<file path="src/rtl/mcr_pkg.sv">
package mcr_pkg;
  typedef enum logic [1:0] {
    TGT_DRAM = 2'b01,
    TGT_PCI  = 2'b10
  } tgt_e;

  localparam logic [1:0] CFG_EXP  = 2'd0;
  localparam logic [1:0] CFG_BIOS = 2'd1;
  localparam logic [1:0] CFG_TOM  = 2'd2;
  localparam logic [1:0] CFG_CARV = 2'd3;

  localparam int SEG_SHIFT  = 14;   // 16 KB legacy segments
  localparam int TOM_SHIFT  = 23;   // 8 MB top-of-memory unit
endpackage

</file>
<file path="src/rtl/mcr_cfg_regs.sv">
module mcr_cfg_regs
  import mcr_pkg::*;
#(
  parameter int EXP_SEGS = 8,
  parameter int EXT_SEGS = 4,
  parameter int TOM_W    = 7,
  parameter int DATA_W   = 16
) (
  input  logic                  clk_i,
  input  logic                  rst_ni,
  input  logic                  we_i,
  input  logic [1:0]            sel_i,
  input  logic [DATA_W-1:0]     wdata_i,
  output logic [2*EXP_SEGS-1:0] exp_attr_o,
  output logic [2*EXT_SEGS-1:0] ext_attr_o,
  output logic [1:0]            sys_attr_o,
  output logic [TOM_W-1:0]      tom_o,
  output logic                  hole_en_o,
  output logic                  smram_en_o,
  output logic [1:0]            smram_sz_o
);
  localparam int SYS_LSB = 2 * EXT_SEGS;

  always_ff @(posedge clk_i or negedge rst_ni) begin
    if (!rst_ni) begin
      exp_attr_o <= '0;
      ext_attr_o <= '0;
      sys_attr_o <= '0;
      tom_o      <= '0;
      hole_en_o  <= 1'b0;
      smram_en_o <= 1'b0;
      smram_sz_o <= '0;
    end else if (we_i) begin
      unique case (sel_i)
        CFG_EXP:  exp_attr_o <= wdata_i[2*EXP_SEGS-1:0];
        CFG_BIOS: begin
          ext_attr_o <= wdata_i[SYS_LSB-1:0];
          sys_attr_o <= wdata_i[SYS_LSB+1:SYS_LSB];
        end
        CFG_TOM:  tom_o <= wdata_i[TOM_W-1:0];
        CFG_CARV: begin
          hole_en_o  <= wdata_i[0];
          smram_sz_o <= wdata_i[2:1];
          smram_en_o <= wdata_i[3];
        end
        default: ;
      endcase
    end
  end
endmodule

</file>
<file path="src/rtl/mcr_legacy_dec.sv">
module mcr_legacy_dec
  import mcr_pkg::*;
#(
  parameter int EXP_SEGS = 8,
  parameter int EXT_SEGS = 4
) (
  input  logic [5:0]            seg_i,   // addr[19:14]
  input  logic                  wr_i,
  input  logic [2*EXP_SEGS-1:0] exp_attr_i,
  input  logic [2*EXT_SEGS-1:0] ext_attr_i,
  input  logic [1:0]            sys_attr_i,
  output logic                  dram_o
);
  localparam int CONV_END_SEG = 'hA0000 >> SEG_SHIFT;
  localparam int EXP_BASE_SEG = 'hC0000 >> SEG_SHIFT;
  localparam int EXT_BASE_SEG = 'hE0000 >> SEG_SHIFT;

  logic [EXP_SEGS-1:0] exp_hit, exp_ok;
  logic [EXT_SEGS-1:0] ext_hit, ext_ok;
  logic                conv_hit, sys_hit, sys_ok;

  for (genvar i = 0; i < EXP_SEGS; i++) begin : g_exp
    assign exp_hit[i] = (seg_i == 6'(EXP_BASE_SEG + i));
    assign exp_ok[i]  = wr_i ? exp_attr_i[2*i+1] : exp_attr_i[2*i];
  end

  for (genvar j = 0; j < EXT_SEGS; j++) begin : g_ext
    assign ext_hit[j] = (seg_i == 6'(EXT_BASE_SEG + j));
    assign ext_ok[j]  = wr_i ? ext_attr_i[2*j+1] : ext_attr_i[2*j];
  end

  assign conv_hit = (seg_i < 6'(CONV_END_SEG));
  assign sys_hit  = (seg_i[5:2] == 4'hF);
  assign sys_ok   = wr_i ? sys_attr_i[1] : sys_attr_i[0];

  // video window A0000-BFFFF falls through to PCI
  assign dram_o = conv_hit | (|(exp_hit & exp_ok)) | (|(ext_hit & ext_ok))
                | (sys_hit & sys_ok);
endmodule

</file>
<file path="src/rtl/mcr_ext_dec.sv">
module mcr_ext_dec
  import mcr_pkg::*;
#(
  parameter int          TOM_W      = 7,
  parameter logic [31:0] HOLE_BASE  = 32'h00F0_0000,
  parameter logic [31:0] HOLE_LIMIT = 32'h00FF_FFFF
) (
  input  logic [31:0]      addr_i,
  input  logic             smm_i,
  input  logic [TOM_W-1:0] tom_i,
  input  logic             hole_en_i,
  input  logic             smram_en_i,
  input  logic [1:0]       smram_sz_i,
  output logic             dram_o
);
  logic [32:0] addr_w, tom_w, sm_size, sm_base;
  logic        below_tom, in_hole, in_smram;

  assign addr_w = {1'b0, addr_i};
  assign tom_w  = 33'(tom_i) << TOM_SHIFT;

  always_comb begin
    unique case (smram_sz_i)
      2'd0:    sm_size = 33'h0;
      2'd1:    sm_size = 33'h0_0002_0000;
      2'd2:    sm_size = 33'h0_0008_0000;
      default: sm_size = 33'h0_0010_0000;
    endcase
  end

  assign sm_base   = tom_w - sm_size;
  assign below_tom = addr_w < tom_w;
  assign in_hole   = hole_en_i && addr_i >= HOLE_BASE && addr_i <= HOLE_LIMIT;
  assign in_smram  = smram_en_i && addr_w >= sm_base;

  // nothing carved out is relocated: carve-outs just drop to PCI
  assign dram_o = below_tom && !in_hole && !(in_smram && !smm_i);
endmodule

</file>
<file path="src/rtl/mem_cycle_router.sv">
module mem_cycle_router
  import mcr_pkg::*;
#(
  parameter int EXP_SEGS = 8,
  parameter int EXT_SEGS = 4,
  parameter int TOM_W    = 7
) (
  input  logic        clk_i,
  input  logic        rst_ni,
  input  logic        cfg_we_i,
  input  logic [1:0]  cfg_sel_i,
  input  logic [15:0] cfg_wdata_i,
  input  logic [31:0] addr_i,
  input  logic        wr_i,
  input  logic        smm_i,
  output logic [1:0]  target_o
);
  logic [2*EXP_SEGS-1:0] exp_attr;
  logic [2*EXT_SEGS-1:0] ext_attr;
  logic [1:0]            sys_attr;
  logic [TOM_W-1:0]      tom;
  logic                  hole_en, smram_en;
  logic [1:0]            smram_sz;
  logic                  low_mb, leg_dram, ext_dram;

  mcr_cfg_regs #(
    .EXP_SEGS(EXP_SEGS), .EXT_SEGS(EXT_SEGS), .TOM_W(TOM_W), .DATA_W(16)
  ) u_cfg (
    .clk_i      (clk_i),
    .rst_ni     (rst_ni),
    .we_i       (cfg_we_i),
    .sel_i      (cfg_sel_i),
    .wdata_i    (cfg_wdata_i),
    .exp_attr_o (exp_attr),
    .ext_attr_o (ext_attr),
    .sys_attr_o (sys_attr),
    .tom_o      (tom),
    .hole_en_o  (hole_en),
    .smram_en_o (smram_en),
    .smram_sz_o (smram_sz)
  );

  mcr_legacy_dec #(.EXP_SEGS(EXP_SEGS), .EXT_SEGS(EXT_SEGS)) u_leg (
    .seg_i      (addr_i[19:14]),
    .wr_i       (wr_i),
    .exp_attr_i (exp_attr),
    .ext_attr_i (ext_attr),
    .sys_attr_i (sys_attr),
    .dram_o     (leg_dram)
  );

  mcr_ext_dec #(.TOM_W(TOM_W)) u_ext (
    .addr_i     (addr_i),
    .smm_i      (smm_i),
    .tom_i      (tom),
    .hole_en_i  (hole_en),
    .smram_en_i (smram_en),
    .smram_sz_i (smram_sz),
    .dram_o     (ext_dram)
  );

  assign low_mb   = (addr_i[31:20] == 12'h000);
  assign target_o = (low_mb ? leg_dram : ext_dram) ? TGT_DRAM : TGT_PCI;
endmodule

</file>
<file path="config.mk">
export PLATFORM = sky130hd
export DESIGN_NAME = mem_cycle_router
export DESIGN_NICKNAME = d
export VERILOG_FILES = /design/src/rtl/mcr_pkg.sv /design/src/rtl/mcr_cfg_regs.sv /design/src/rtl/mcr_legacy_dec.sv /design/src/rtl/mcr_ext_dec.sv /design/src/rtl/mem_cycle_router.sv
export SDC_FILE = /design/constraint.sdc
export NUM_CORES = 1
export LEC_CHECK = 0
export BUFFER_PORTS_ARGS = -buffer_cell sky130_fd_sc_hd__buf_2
export CAP_MARGIN = 0
export CORE_MARGIN = 2
export CORE_UTILIZATION = 45
export CTS_CLUSTER_DIAMETER = 30
export DETAILED_ROUTE_END_ITERATION = 10
export GPL_TIMING_DRIVEN = 0
export PLACE_DENSITY = 0.68
export SYNTH_ARGS = -nofsm -noshare
export SYNTH_HDL_FRONTEND = slang
export SYNTH_SLANG_ARGS = --single-unit
</file>
<file path="constraint.sdc">
create_clock -name clk_i -period 8.96 [get_ports clk_i]
set_input_delay 1.344 -clock clk_i [delete_from_list [all_inputs] [get_ports clk_i]]
set_output_delay 1.344 -clock clk_i [all_outputs]
set_load 0.03 [all_outputs]
</file>
Word-level counts from Yosys, hierarchy flattened
Cells that the tools add are included.

operators by class
  eq/ne operators = 18
  magnitude comparators = 5
  $add $sub $neg = 1
  muxes and demuxes = 16
  bitwise gates (word level) = 6
  reductions and logical operators = 18

operator list
  cell                  count
  $eq 6x6->1 const B    12
  $pmux 21 s3           1
  $ge 32x33->1          1
  $ge 32x24->1 const B  1
  $le 32x24->1 const B  1
  $lt 32x30->1          1
  $sub 30x21->31        1
  $mux 1                14
  $logic_not 12->1      1
  $and 8x8->8           1
  $reduce_and 2->1      4
  $reduce_or 8->1       1
  $eq 2x2->1 const B    3
  $logic_and 1x1->1     6
  $lt 6x6->1 const B    1
  $and 4x4->4           1
  $eq 2x1->1 const B    2
  $eq 4x4->1 const B    1
  $logic_not 2->1       2
  $reduce_or 4->1       1
  $logic_not 1->1       3
  $or 1x1->1            3
  $mux 2                1
  $and 1x1->1           1

word-level totals
  input port bits = 55
  register bits = 37

Depth between registers and ports, before layout
  depth after elaboration = 10
  depth in mapped cells = 12
  depth with buffers taken out = 12

Hierarchy
A second synthesis with hierarchy kept.

second synthesis, totals
  cells, all modules = 219
  area, all modules = 2,502.4 sq um

by module, submodules not included
  module            cells an instance  area an instance (sq um)  instances
  mcr_cfg_regs      80                 1,397.6                   1
  mcr_ext_dec       96                 754.5                     1
  mcr_legacy_dec    37                 301.5                     1
  mem_cycle_router  6                  48.8                      1

Worst setup path after synthesis
Ideal clock, no wire load.

  path type = input-to-output
  start = input port addr_i[14]
  end = output port target_o[1]
  stages on the path = 6
  data arrival time = 3,238 ps
  slack = 4,378 ps
  buffers on the path = 1
  data required time = 7,616 ps
  path through = clkbuf_1 > mux4_2 > mux2_2 > and3_1 > a2111oi_4 > or2_1

on the way
  word-level cells in the longest chain between the ends = 8
  elaborated cells on any way between the ends = 34
  classes of those cells = order compare (5); eq/ne (12); mux (2); bitwise (5); reduce/logical (10)

RTL lines
  item                                                         line                                     RTL
  start: declaration                                           mem_cycle_router.sv:13                   input logic [31:0] addr_i,
  $ge 32x24->1 / $eq 6x6->1 (equally long branches)            mcr_ext_dec.sv:33, mcr_legacy_dec.sv:23
  $logic_and 1x1->1 / $and 8x8->8 (equally long branches)      mcr_ext_dec.sv:33, mcr_legacy_dec.sv:37
  $logic_and 1x1->1 / $reduce_or 8->1 (equally long branches)  mcr_ext_dec.sv:33, mcr_legacy_dec.sv:37
  $logic_not 1->1 / $or 1x1->1 (equally long branches)         mcr_ext_dec.sv:37, mcr_legacy_dec.sv:37
  $logic_and 1x1->1 / $or 1x1->1 (equally long branches)       mcr_ext_dec.sv:37, mcr_legacy_dec.sv:37
  $logic_and 1x1->1 / $or 1x1->1 (equally long branches)       mcr_ext_dec.sv:37, mcr_legacy_dec.sv:38
  $mux 1 *                                                     mem_cycle_router.sv:63                   assign target_o = (low_mb ? leg_dram : ext_dram) ? TGT_DRAM : TGT_PCI;
  $mux 2 *                                                     mem_cycle_router.sv:63
  end: declaration                                             mem_cycle_router.sv:16                   output logic [1:0] target_o

Mark *: on every way between the ends. The rest lies on a longest branch, timed or not.

Final worst setup path
Ends and elaborated chain as after synthesis.

==> impl_metrics.py <==
metrics = {
    "cts": {
        "postCtsSetupRepairBufs": 0,
        "cts_tree": "yes",
        "cts_sinks": 37,
        "cts-resized-gates": 0,
        "clockRootBuffer": "clkbuf_8",
        "cts_hold_buf": 0,
        "htreeDepth": 2,
        "clk_latency_ns": 0.29,
        "cts_buffer_depth": 2,
        "cts_made_buffers": 5,
        "cts.clk_slew.worst_paths_ns": 0.07,
    },
    "drt": {
        "drtIter0Drc": 44,
        "ant_nets": 0,
        "drtPass1Iterations": 6,
        "num_vias": 1831,
        "wl_per_cell_microns": 14.62,
        "vias_per_cell": 5.354,
        "wirelength_microns": 4999,
        "drc": 0,
    },
    "timing": {
        "fin_ws_ns": 4.172,
        "rsz0062_at_grt": "false",
        "fin_tns_setup_ns": 0,
        "setup_viol": 0,
        "maxSlewViolCount": 0,
        "max_freq_ghz": 0.2089,
        "fin_crit_sh": 0.5344,
        "worstMarginPinSlew_ns": 1.114,
        "holdWs_ns": 0.5076,
        "post-route-min-period_ns": 4.788,
        "clock_skew_ns": 0,
        "slew-limit-headroom": 0.2555,
        "timing.final.hold_violations": 0,
    },
    "floorplan": {
        "row_count": 26,
        "ios": 57,
        "die_w_microns": 77.10,
        "die_area_sq_mm": 0.005944,
        "core_area_sq_mm": 0.005140,
        "start_util": 0.4679,
        "fp.dieH_microns": 77.10,
    },
    "final_layout": {
        "multiInputGateArea_sq_mm": 0.001403,
        "final_common_cell": "buf_2",
        "fin_util": 0.5635,
        "antenna_cells": 0,
        "seqCellArea_sq_um": 925.9,
        "final_nets": 350,
        "area_growth_pct": 20.45,
        "drive_gt1_frac": 0.3934,
        "fill_cells": 497,
        "layout_common_cells": "54 x buf_2, 38 x mux2_2, 37 x dfrtp_1",
    },
    "setup_path": {
        "crit_required_ns": 7.62,
        "arrival_ns": 3.44,
        "criticalPathCategory": "input port to primary output",
        "worstPathMaxFanout": 8,
        "startpoint_type": "input port",
        "cp-end-kind": "primary output",
    },
    "logic_synthesis": {
        "synthDistinctLibCells": 41,
        "synth-async-reset-ratio": 1.000,
        "yosys.area.top_type": "dfrtp_1",
        "synth_area_leaders": "dfrtp_1 39%, mux2_2 18%, ha_1 12%, mux4_2 3.7%, inv_1 2.3%",
        "synth_area_sq_mm": 0.002405,
        "synth_nets": 289,
        "synth-seq-cells": 37,
        "ys_warn_count": 0,
        "synth_edf_count": 0,
        "postSynthCellCount": 210,
        "avgSynthCellArea_sq_um": 11.45,
        "yosysSeqAreaShare": 0.3850,
        "synth_flop_cell": "dfrtp_1",
        "synth_top_area_share": 0.3850,
    },
    "grt": {
        "grt_overflow": 0,
        "grt.total_usage": 0.1798,
        "grt_max_degree": 38,
        "antenna_found_initial": 0,
        "grt_first_pass_wirelength_microns": 8418,
        "grt_pass1_vias": 1820,
    },
    "placed_design": {
        "gp_congestion": 0.8341,
        "portBuffers": 54,
        "place_hpwl_microns": 4114,
        "dpl_worst_slack_ns": 4.169,
    },
    "power_and_ir_drop": {
        "max-vdd-ir-drop_v": 0.0001446,
        "leakage_nw": 1.325,
        "cellPowerDensity_mw_per_mm2": 187.5,
    },
    "run_status": {
        "status": "finished clean",
    },
    "job": {
        "drv_cap": 0,
    },
    "worst_hold_path": {
        "hp-class": "flop to flop",
    },
}
[per-layer routing]
metal,vias to the layer above,GRT usage,share of wire
li1,908,-,-
met1,873,0.2383,0.47
met3,6,0.03412,0.039
met2,44,0.3000,0.48
met4,0,0.05357,0.014
met5,-,0,0
[cells in the mapped netlist, drive strengths merged, types with 4 or more instances]
cell type and number:
mux4 4, a2111oi 4, clkbuf 5, dfrtp 37
nor3 6, mux2 38, nor4 5, mux2i 4
a21oi 6, ha 24, xnor2 5, nor2 9
nand2 6, inv 15, nand3 5, o21ai 4
[flip-flops by register name, summed over array words and instances (netlist names)]
signal and cells:
u_cfg.exp_attr_o 16, u_cfg.ext_attr_o 8, u_cfg.tom_o 7, u_cfg.smram_sz_o 2
u_cfg.sys_attr_o 2, u_cfg.hole_en_o 1, u_cfg.smram_en_o 1
[report_power, final]
part / leakage [nW] / internal [mW] / switching, mW
clock network: 0.0681 / 0.111 / 0.0582
logic: 0.819 / 0.0813 / 0.0709
registers: 0.438 / 0.199 / 0.0235
total: 1.33 / 0.391 / 0.153
[worst max-delay path, cell delays in order]
cell	delay (ns)
clkbuf_1	0.37
mux4_2	0.56
mux2_2	0.29
and3_1	0.21
a2111oi_4	0.35
or2_1	0.14
buf_2	0.19
[per-stage QoR]
step / instances / power, mW / area (sq um)
after floorplan: 210 / 0.3285 / 2405
after global placement: 334 / 0.3726 / 2763
after detailed placement: 334 / 0.3798 / 2763
after CTS: 342 / 0.5505 / 2897
after global routing: 342 / 0.5828 / 2897
final: 342 / 0.5431 / 2897
[cell type report]
class | count | area share
tap | 70 | 0.03024
buffer | 5 | 0.006911
sequential | 37 | 0.3197
timing repair buffer | 54 | 0.09330
clock inverter | 3 | 0.02246
clock buffer | 5 | 0.02376
multi-input combinational | 153 | 0.4842
inverter | 15 | 0.01944
[worst paths after layout]
check | from | to | slack (ns) | cells past startpoint
hold reg to reg | u_cfg.exp_attr_o[7]$_DFFE_PN0P_ | u_cfg.exp_attr_o[7]$_DFFE_PN0P_ | 0.51 | 1
min in group asynchronous | rst_ni | u_cfg.exp_attr_o[15]$_DFFE_PN0P_ | 1.14 | 1
max in group asynchronous | rst_ni | u_cfg.exp_attr_o[3]$_DFFE_PN0P_ | 7.31 | 1
hold / removal | u_cfg.exp_attr_o[7]$_DFFE_PN0P_ | u_cfg.exp_attr_o[7]$_DFFE_PN0P_ | 0.51 | 1
setup / recovery | addr_i[14] | target_o[1] | 4.17 | 7
setup reg to reg | u_cfg.tom_o[5]$_DFFE_PN0P_ | u_cfg.tom_o[5]$_DFFE_PN0P_ | 8.11 | 1
[logic make-up after synthesis]
kind of cell | after synthesis | share of synthesized area
compound gates | 26 | 0.08534
xor+xnor | 6 | 0.02185
fa+ha+maj | 24 | 0.1249
buf+inv | 20 | 0.03173
flops | 37 | 0.3850
mux | 46 | 0.2321
simple gates | 51 | 0.1191
(Power assumes the default switching activity.)
